$ cat config.mk
export PLATFORM = sky130hd
export DESIGN_NAME = irqc_top
export DESIGN_NICKNAME = d
export VERILOG_FILES = /design/src/rtl/irqc_pkg.sv /design/src/rtl/irqc_in_cond.sv /design/src/rtl/irqc_prio.sv /design/src/rtl/irqc_regs.sv /design/src/rtl/irqc_top.sv
export SDC_FILE = /design/constraint.sdc
export NUM_CORES = 1
export LEC_CHECK = 0
export BUFFER_PORTS_ARGS = -buffer_cell sky130_fd_sc_hd__buf_2
export CORE_AREA = 2 2 109 111
export DETAILED_ROUTE_END_ITERATION = 10
export DIE_AREA = 0 0 111 113
export PLACE_DENSITY = 0.75
export SYNTH_ARGS = -nofsm -noshare
export SYNTH_HDL_FRONTEND = slang
export SYNTH_SLANG_ARGS = --single-unit
$ cat constraint.sdc
create_clock -name clk -period 3.52 [get_ports clk]
set_clock_uncertainty 0.2 [all_clocks]
set_input_delay 0.704 -clock clk [delete_from_list [all_inputs] [get_ports clk]]
set_output_delay 0.704 -clock clk [all_outputs]
set_load 0.02 [all_outputs]
$ cat src/rtl/irqc_pkg.sv
package irqc_pkg;

    localparam int unsigned WORD_W = 32;

    typedef enum logic [2:0] {
        RW_STATUS = 3'd0,
        RW_PEND   = 3'd1,
        RW_ENABLE = 3'd2,
        RW_ACK    = 3'd3,
        RW_SETEN  = 3'd4,
        RW_CLREN  = 3'd5,
        RW_VECTOR = 3'd6,
        RW_MASTER = 3'd7
    } reg_word_e;

    // Bit 1: inputs may update status; bit 0: output gate.
    typedef struct packed {
        logic hw_en;
        logic out_en;
    } master_t;

    typedef struct packed {
        logic                    wr;
        reg_word_e               sel;
        logic [WORD_W-1:0]       data;
    } bus_wr_t;

    localparam logic [WORD_W-1:0] VEC_NONE = '1;

    function automatic reg_word_e word_decode(input logic [2:0] idx);
        return reg_word_e'(idx);
    endfunction

endpackage

$ cat src/rtl/irqc_in_cond.sv
module irqc_in_cond #(
    parameter int unsigned NUM_IN    = 32,
    parameter logic [31:0] KIND_MASK = 32'h0
) (
    input  logic              clk,
    input  logic              rst,
    input  logic [NUM_IN-1:0] lines,
    output logic [NUM_IN-1:0] hit
);
    logic [NUM_IN-1:0] sync_a;
    logic [NUM_IN-1:0] sync_b;
    logic [NUM_IN-1:0] prev_b;

    always_ff @(posedge clk) begin
        if (rst) begin
            sync_a <= '0;
            sync_b <= '0;
            prev_b <= '0;
        end else begin
            sync_a <= lines;
            sync_b <= sync_a;
            prev_b <= sync_b;
        end
    end

    for (genvar i = 0; i < NUM_IN; i++) begin : g_line
        if (KIND_MASK[i]) begin : g_edge
            assign hit[i] = sync_b[i] & ~prev_b[i];
        end else begin : g_level
            assign hit[i] = sync_b[i];
        end

        // A request seen by the register stage was on the pin two edges earlier.
        p_hit_latency_r10: assert property (@(posedge clk) disable iff (rst)
            hit[i] |-> $past(lines[i], 2));
    end

endmodule

$ cat src/rtl/irqc_prio.sv
module irqc_prio #(
    parameter int unsigned NUM_IN = 32,
    localparam int unsigned IDX_W = (NUM_IN > 1) ? $clog2(NUM_IN) : 1
) (
    input  logic [NUM_IN-1:0] req,
    output logic              valid,
    output logic [IDX_W-1:0]  idx
);
    always_comb begin
        valid = 1'b0;
        idx   = '0;
        for (int i = NUM_IN - 1; i >= 0; i--) begin
            if (req[i]) begin
                valid = 1'b1;
                idx   = IDX_W'(i);
            end
        end
    end

endmodule

$ cat src/rtl/irqc_regs.sv
module irqc_regs
    import irqc_pkg::*;
#(
    parameter int unsigned NUM_IN = 32
) (
    input  logic              clk,
    input  logic              rst,
    input  bus_wr_t           bus,
    input  logic [NUM_IN-1:0] hit,
    output logic [NUM_IN-1:0] status,
    output logic [NUM_IN-1:0] enable,
    output master_t           master
);
    logic [NUM_IN-1:0] wbits;
    logic [NUM_IN-1:0] hw_set;
    logic [NUM_IN-1:0] ack_clr;
    logic              ack_wr;

    assign wbits   = bus.data[NUM_IN-1:0];
    assign ack_wr  = bus.wr && (bus.sel == RW_ACK);
    assign hw_set  = master.hw_en ? hit : '0;
    assign ack_clr = ack_wr ? wbits : '0;

    always_ff @(posedge clk) begin
        if (rst) begin
            status <= '0;
        end else begin
            // A line still requesting wins over an acknowledge in the same edge.
            status <= (status & ~ack_clr) | hw_set;
        end
    end

    always_ff @(posedge clk) begin
        if (rst) begin
            enable <= '0;
            master <= '0;
        end else if (bus.wr) begin
            case (bus.sel)
                RW_ENABLE: enable <= wbits;
                RW_SETEN:  enable <= enable | wbits;
                RW_CLREN:  enable <= enable & ~wbits;
                RW_MASTER: master <= master_t'(bus.data[1:0]);
                default:   ;
            endcase
        end
    end

    p_ack_clears_r3: assert property (@(posedge clk) disable iff (rst)
        ack_wr |=> ((status & $past(wbits) & ~$past(hw_set)) == '0));

    p_seten_sets_r4: assert property (@(posedge clk) disable iff (rst)
        (bus.wr && bus.sel == RW_SETEN) |=> ((enable & $past(wbits)) == $past(wbits)));

    p_clren_clears_r4: assert property (@(posedge clk) disable iff (rst)
        (bus.wr && bus.sel == RW_CLREN) |=> ((enable & $past(wbits)) == '0));

    p_hw_hold_r11: assert property (@(posedge clk) disable iff (rst)
        (!master.hw_en && !ack_wr) |=> $stable(status));

endmodule

$ cat src/rtl/irqc_top.sv
module irqc_top
    import irqc_pkg::*;
#(
    parameter int unsigned NUM_IN    = 32,
    parameter logic [31:0] KIND_MASK = 32'h0000_0000,
    localparam int unsigned IDX_W    = (NUM_IN > 1) ? $clog2(NUM_IN) : 1
) (
    input  logic              clk,
    input  logic              rst,
    input  logic [NUM_IN-1:0] irq_lines,
    input  logic              bus_wr,
    input  logic [2:0]        bus_word,
    input  logic [31:0]       bus_wdata,
    output logic [31:0]       bus_rdata,
    output logic              irq_out
);
    bus_wr_t           bus;
    logic [NUM_IN-1:0] hit;
    logic [NUM_IN-1:0] status;
    logic [NUM_IN-1:0] enable;
    logic [NUM_IN-1:0] pending;
    master_t           master;
    logic              vec_valid;
    logic [IDX_W-1:0]  vec_idx;
    logic [WORD_W-1:0] status_w;
    logic [WORD_W-1:0] enable_w;
    logic [WORD_W-1:0] pending_w;
    logic [WORD_W-1:0] vector_w;
    logic [NUM_IN-1:0] below_mask;

    assign bus.wr   = bus_wr;
    assign bus.sel  = word_decode(bus_word);
    assign bus.data = bus_wdata;

    irqc_in_cond #(
        .NUM_IN   (NUM_IN),
        .KIND_MASK(KIND_MASK)
    ) u_in_cond (
        .clk  (clk),
        .rst  (rst),
        .lines(irq_lines),
        .hit  (hit)
    );

    irqc_regs #(
        .NUM_IN(NUM_IN)
    ) u_regs (
        .clk   (clk),
        .rst   (rst),
        .bus   (bus),
        .hit   (hit),
        .status(status),
        .enable(enable),
        .master(master)
    );

    assign pending = status & enable;

    irqc_prio #(
        .NUM_IN(NUM_IN)
    ) u_prio (
        .req  (pending),
        .valid(vec_valid),
        .idx  (vec_idx)
    );

    assign irq_out = master.out_en && (pending != '0);

    always_comb begin
        status_w  = '0;
        enable_w  = '0;
        pending_w = '0;
        status_w[NUM_IN-1:0]  = status;
        enable_w[NUM_IN-1:0]  = enable;
        pending_w[NUM_IN-1:0] = pending;
        vector_w = vec_valid ? WORD_W'(vec_idx) : VEC_NONE;
    end

    always_comb begin
        case (bus.sel)
            RW_STATUS: bus_rdata = status_w;
            RW_PEND:   bus_rdata = pending_w;
            RW_ENABLE: bus_rdata = enable_w;
            RW_VECTOR: bus_rdata = vector_w;
            RW_MASTER: bus_rdata = {30'd0, master};
            default:   bus_rdata = '0;
        endcase
    end

    always_comb begin
        below_mask = '0;
        for (int i = 0; i < NUM_IN; i++) begin
            below_mask[i] = (IDX_W'(i) < vec_idx);
        end
    end

    p_vec_is_pending_r7: assert property (@(posedge clk) disable iff (rst)
        vec_valid |-> pending[vec_idx]);

    p_vec_lowest_r7: assert property (@(posedge clk) disable iff (rst)
        vec_valid |-> ((pending & below_mask) == '0));

    p_irq_gated_r6: assert property (@(posedge clk) disable iff (rst)
        irq_out |-> (master.out_en && vec_valid));

    p_irq_raised_r6: assert property (@(posedge clk) disable iff (rst)
        (master.out_en && vec_valid) |-> irq_out);

endmodule

# ---- Word level (Yosys, flattened, before mapping)
# Index checks and enable logic that the tools add are counted.
# W data, S select, Z words.
dict set report word_totals {
  register_bits 130
  latchBits 0
  mem_bits_rw 0
  rom_bits 0
  in_bits 70
  out_inout_bits 33
  wordCells 96
  n_memories 0
}
dict set report classes {
  n_addsub 0
  mul 0
  n_div 0
  magnitude_cmp 0
  eq_ne 7
  n_shift 0
  muxes 69
  bitwise_logic 7
  n_reduce_logical 7
}
# operator count
set ops {}
lappend ops {{$mux W5} 32}
lappend ops {{$pmux W32 S5} 1}
lappend ops {{$and A32 B32 Y32} 3}
lappend ops {{$mux W32} 3}
lappend ops {{$pmux W32 S3} 1}
lappend ops {{$not A32 Y32} 2}
lappend ops {{$or A32 B32 Y32} 2}
lappend ops {{$mux W1} 32}
lappend ops {{$reduce_bool A32 Y1} 1}
lappend ops {{$eq A3 B3 Y1 const B} 4}
lappend ops {{$eq A3 B2 Y1 const B} 2}
lappend ops {{$reduce_and A2 Y1} 2}
lappend ops {{$eq A3 B1 Y1 const B} 1}
lappend ops {{$logic_not A3 Y1} 1}
lappend ops {{$reduce_bool A3 Y1} 1}
lappend ops {{$logic_and A1 B1 Y1} 2}

# ---- Longest topological paths before layout
dict set report logic_depth {
  ltp_word 35
  depth_mapped 8
  ltp_nobuf 6
}

# ---- Cells and area by module
# A second synthesis with hierarchy kept.
dict set report unflattened {
  cells_unflattened 667
  area_unflattened_um2 5967.0
}
# mod n_inst cells_each area_per_inst_um2 seq_area_each_um2
set by_module_without_submodules {}
lappend by_module_without_submodules {irqc_regs 1 290 2567.5 1321.3}
lappend by_module_without_submodules {irqc_in_cond 1 135 1918.1 1281.2}
lappend by_module_without_submodules {irqc_top 1 177 1111.1 0.0}
lappend by_module_without_submodules {irqc_prio 1 65 370.4 0.0}

# ---- Worst setup path before layout
# Ideal clock, no wire load.
dict set report synth_timing {
  path_kind {input to output}
  from {input bus_word[1]}
  to {output bus_rdata[18]}
  arrival_time_ns 1.956
  slack_ns 0.660
  cell_stages 5
  path_buffers 2
  cell_sequence {clkbuf_2 nor2_1 clkbuf_1 a22oi_1 o21ai_0}
}
dict set report synth_via {
  elab_chain_cells 2
  word_cells_on_any_way 6
}
# item line_no
set synth_lines {}
lappend synth_lines {{from (decl)} irqc_top.sv:12} ;# input logic [2:0] bus_word,
lappend synth_lines {{$eq A3 B3 Y1, or another cell as far along} irqc_top.sv:80} ;# case (bus.sel)
lappend synth_lines {{$pmux W32 S5 *} irqc_top.sv:80}
lappend synth_lines {{to (decl)} irqc_top.sv:14} ;# output logic [31:0] bus_rdata,
# Every way passes the cells marked *; elsewhere a longest branch is shown, timed or not.

# ---- Worst setup path in the final report
dict set report layout_timing {
  from {register u_regs.enable[15]}
  to {output bus_rdata[21]}
}
dict set report layout_via {
  elab_chain_cells 19
}
# item line_no
set layout_lines {}
lappend layout_lines {{from (decl)} irqc_regs.sv:11} ;# output logic [NUM_IN-1:0] enable,
lappend layout_lines {{from (signal assigned)} irqc_regs.sv:39} ;# RW_ENABLE: enable <= wbits;
lappend layout_lines {{from (signal assigned)} irqc_regs.sv:40} ;# RW_SETEN: enable <= enable | wbits;
lappend layout_lines {{from (signal assigned)} irqc_regs.sv:41} ;# RW_CLREN: enable <= enable & ~wbits;
lappend layout_lines {{$and A32 B32 Y32} irqc_top.sv:57} ;# assign pending = status & enable;
lappend layout_lines {{$mux W1 (16 in a row)} irqc_prio.sv:13} ;# if (req[i]) begin
lappend layout_lines {{$mux W32} irqc_top.sv:76} ;# vector_w = vec_valid ? WORD_W'(vec_idx) : VEC_NONE;
lappend layout_lines {{$pmux W32 S5} irqc_top.sv:80}
# No other way between the ends.

==> impl_metrics.xml <==
<?xml version="1.0" encoding="UTF-8"?>
<metrics>
  <group name="global_route">
    <metric name="overflow" unit="">0</metric>
    <metric name="grt_antenna_before_repair" unit="">0</metric>
    <metric name="grt_usage" unit="">0.253</metric>
    <metric name="grt_start_max_net_pins" unit="">71</metric>
    <metric name="via_count_of_the_first_global_routing_pass" unit="">5183</metric>
    <metric name="grt_first_pass_wirelength" unit="µm">25600</metric>
  </group>
  <group name="route">
    <metric name="remaining_drc_errors" unit="">0</metric>
    <metric name="antenna_violating_nets_post_route" unit="">0</metric>
    <metric name="detailroute.via_count" unit="">5353</metric>
    <metric name="wl_met2" unit="µm">7420</metric>
    <metric name="met3_wirelength" unit="µm">1420</metric>
    <metric name="met1_length" unit="µm">6500</metric>
    <metric name="avgViaCountPerCell" unit="">5.86</metric>
    <metric name="drt-wirelength-per-cell" unit="µm">17.2</metric>
    <metric name="dr.max_layer_used" unit="">met4</metric>
    <metric name="postRouteWirelength" unit="µm">15700</metric>
    <metric name="drt_iter0_drc" unit="">723</metric>
    <metric name="firstDrtPassIters" unit="">5</metric>
  </group>
  <group name="cts">
    <metric name="path_clk_slew" unit="ps">60</metric>
    <metric name="clock_tree.htree_level_count" unit="">4</metric>
    <metric name="cts_tree" unit="">yes</metric>
    <metric name="cts.path.max_buffers" unit="">2</metric>
    <metric name="worstSkewPairLatency" unit="ps">410</metric>
    <metric name="cts_hold_buffers" unit="">0</metric>
    <metric name="clock_tree.root_cell" unit="">sky130_fd_sc_hd__clkbuf_16</metric>
    <metric name="clkSinkCount" unit="">130</metric>
    <metric name="tritoncts.num_buffers" unit="">17</metric>
  </group>
  <group name="floorplan">
    <metric name="die_width" unit="µm">111</metric>
    <metric name="placement_rows" unit="">39</metric>
    <metric name="design.core.area" unit="µm²">11300</metric>
    <metric name="start_util" unit="">0.493</metric>
    <metric name="design.die.area" unit="µm²">12500</metric>
    <metric name="die_height" unit="µm">113</metric>
    <metric name="io_pins" unit="">103</metric>
  </group>
  <group name="synth">
    <metric name="synth.top_cell.area_share" unit="">0.469</metric>
    <metric name="post_synth_num_cell_types" unit="">38</metric>
    <metric name="netlist_top_cells_area" unit="">sky130_fd_sc_hd__dfxtp_1, sky130_fd_sc_hd__a22oi_1, sky130_fd_sc_hd__o21ai_0</metric>
    <metric name="synth-warning-count" unit="">0</metric>
    <metric name="syn_nets" unit="">735</metric>
    <metric name="syn_area_per_cell" unit="µm²">8.35</metric>
    <metric name="synth_top_flop_cell" unit="">sky130_fd_sc_hd__dfxtp_1</metric>
    <metric name="synth_largest_area_cell" unit="">sky130_fd_sc_hd__dfxtp_1</metric>
    <metric name="ys_async_sr_fraction" unit="">0</metric>
    <metric name="synth_cells" unit="">665</metric>
    <metric name="synth.ff_latch_count" unit="">130</metric>
    <metric name="yosysSeqAreaShare" unit="">0.469</metric>
    <metric name="synth_edf_count" unit="">0</metric>
    <metric name="netlist_area" unit="µm²">5550</metric>
  </group>
  <group name="sta">
    <metric name="final-setup-viol-count" unit="">0</metric>
    <metric name="max_freq" unit="GHz">0.289</metric>
    <metric name="post-route-min-period" unit="ps">3460</metric>
    <metric name="hold_slack" unit="ps">229</metric>
    <metric name="fin_setup_tns" unit="ps">0</metric>
    <metric name="maxSlewViolCount" unit="">0</metric>
    <metric name="final-hold-violation-count" unit="">0</metric>
    <metric name="slew_headroom" unit="">0.585</metric>
    <metric name="worst_slew_pin_slew" unit="ps">622</metric>
    <metric name="rsz0062_at_grt" unit="">yes</metric>
    <metric name="final_min_period_over_clock_period" unit="">0.984</metric>
  </group>
  <group name="placed_design">
    <metric name="place.detailed.hpwl" unit="µm">10200</metric>
    <metric name="place.gp.congestion" unit="">0.894</metric>
    <metric name="placedCellCount" unit="">878</metric>
    <metric name="io_buffer_count" unit="">102</metric>
  </group>
  <group name="layout">
    <metric name="num-fill-cells" unit="">968</metric>
    <metric name="antenna_cells" unit="">0</metric>
    <metric name="layout.cells.most_common" unit="">sky130_fd_sc_hd__dfxtp_1</metric>
    <metric name="layout-drive-gt1-share" unit="">0.231</metric>
    <metric name="final_nets" unit="">827</metric>
    <metric name="layout.cells.most_common_list" unit="">sky130_fd_sc_hd__dfxtp_1, sky130_fd_sc_hd__buf_2, sky130_fd_sc_hd__o21ai_0</metric>
    <metric name="area.growth.synth_to_final" unit="%">22.8</metric>
    <metric name="finish.cell_count_without_fillers" unit="">913</metric>
  </group>
  <group name="worst_hold_path">
    <metric name="hold_start" unit="">u_in_cond.sync_a[24]</metric>
    <metric name="hold-path-cell-count" unit="">1</metric>
    <metric name="worstHoldEndpoint" unit="">u_in_cond.hit[24]</metric>
    <metric name="holdCritPathClass" unit="">flop to flop</metric>
  </group>
  <group name="power">
    <metric name="power-per-cell-area" unit="nW/µm²">530</metric>
    <metric name="ir_drop" unit="mV">0.380</metric>
    <metric name="p_leak" unit="nW">2.73</metric>
  </group>
  <group name="setup_path">
    <metric name="start_kind" unit="">flop</metric>
    <metric name="worst-endpoint-required" unit="ps">2620</metric>
    <metric name="worst_setup_path_end_kind" unit="">output port</metric>
    <metric name="path_class" unit="">flop to output port</metric>
    <metric name="regToRegSetupSlack" unit="ps">2300</metric>
    <metric name="worst-endpoint-arrival" unit="ps">2560</metric>
    <metric name="r2r_depth" unit="">3</metric>
    <metric name="worstReg2RegStart" unit="">u_regs.master[1]</metric>
    <metric name="worstReg2RegEnd" unit="">u_regs.master[1]</metric>
    <metric name="worst-path-max-fanout" unit="">14</metric>
  </group>
  <group name="flow_run">
    <metric name="drv.max_cap_violation_count" unit="">0</metric>
  </group>
  <group name="run_status">
    <metric name="outcome" unit="">completed</metric>
  </group>
</metrics>
-- Yosys cell counts, types with 2 or more instances --
master                       n
sky130_fd_sc_hd__nand4_1     5
sky130_fd_sc_hd__o22ai_1     2
sky130_fd_sc_hd__nand3_1     6
sky130_fd_sc_hd__dfxtp_1   130
sky130_fd_sc_hd__clkbuf_1   41
sky130_fd_sc_hd__nand2b_1    3
sky130_fd_sc_hd__o211ai_1    4
sky130_fd_sc_hd__o21ai_0    87
sky130_fd_sc_hd__buf_2       4
sky130_fd_sc_hd__o21ai_2    10
sky130_fd_sc_hd__a22oi_2     6
sky130_fd_sc_hd__nor2b_1    66
sky130_fd_sc_hd__a21oi_1    73
sky130_fd_sc_hd__a31oi_1     3
sky130_fd_sc_hd__or3_1       2
sky130_fd_sc_hd__inv_1      35
sky130_fd_sc_hd__nand2_1    26
sky130_fd_sc_hd__nor2_1     67
sky130_fd_sc_hd__a222oi_1    2
sky130_fd_sc_hd__a32oi_1     4
sky130_fd_sc_hd__and2_1      3
sky130_fd_sc_hd__a22oi_1    70
-- critical path: stages (launching register included) --
cell	delay, ps
sky130_fd_sc_hd__dfxtp_1	340
sky130_fd_sc_hd__a22oi_2	280
sky130_fd_sc_hd__nand4_1	190
sky130_fd_sc_hd__or4_4	510
sky130_fd_sc_hd__nor2_2	120
sky130_fd_sc_hd__nand2_1	100
sky130_fd_sc_hd__buf_4	200
sky130_fd_sc_hd__o21ai_1	180
sky130_fd_sc_hd__buf_4	200
-- worst max path at each step --
stage                           start            end  slack, ps  depth (start not counted)
floorplan                 bus_word[1]  bus_rdata[18]        660                          5
global placement          bus_word[1]  bus_rdata[19]        470                          7
detailed placement        bus_word[1]  bus_rdata[19]        430                          8
CTS                 u_regs.status[11]  bus_rdata[21]         10                          8
global route        u_regs.enable[15]   bus_rdata[5]        -40                          8
finish              u_regs.enable[15]  bus_rdata[21]         60                          8
-- area by class of cell --
cell class                      count  area, µm²  area share
Inverter                           35        131      0.0193
Tap cell                          143        179      0.0263
Sequential cell                   130       2600       0.382
Timing Repair Buffer              121        676      0.0991
Clock inverter                     13        148      0.0217
Clock buffer                       19        453      0.0665
Multi-Input combinational cell    452       2630       0.385
-- state kept, by name, indices dropped and copies added, names as in the netlist --
name / cells
u_regs.master: 2
u_regs.status: 32
u_in_cond.hit: 32
u_regs.enable: 32
u_in_cond.sync_a: 32
-- cell families after synthesis --
group	Yosys count	share of synthesized area
AOI/OAI and AO/OA	269	0.305
and+or+nand+nor	183	0.164
DFF	130	0.469
buffers and inverters	83	0.0615
-- through the flow --
stage | setup slack, ps | util | power [mW] | instance area (µm²)
6_report | 55.2 | 0.605 | 3.61 | 6820
5_1_grt | -38.1 | 0.605 | 3.72 | 6820
4_1_cts | 12.3 | 0.601 | 3.62 | 6780
3_5_place_dp | 434 | 0.547 | 1.86 | 6170
3_3_place_gp | 467 | 0.547 | 1.86 | 6170
2_1_floorplan | 660 | - | 1.74 | 5550
-- timing repair --
item	in CTS	in global routing
setup endpoints to repair	2	29
pin swaps	0	5
resized for setup	2	7
endpoints found under the hold margin	0	0
setup buffers	0	3
-- power breakdown --
part / total (mW) / internal (mW) / switching (mW)
Clock: 1.77 / 1.09 / 0.680
Sequential: 1.55 / 1.52 / 0.0293
Combinational: 0.287 / 0.107 / 0.180
Total: 3.61 / 2.72 / 0.889
-- routing by layer --
layer,vias up,GRT usage
li1,2527,-
met1,2510,0.327
met2,282,0.407
met3,34,0.0670
met4,0,0.103
met5,-,0
Power figures use the tool's default switching activity.
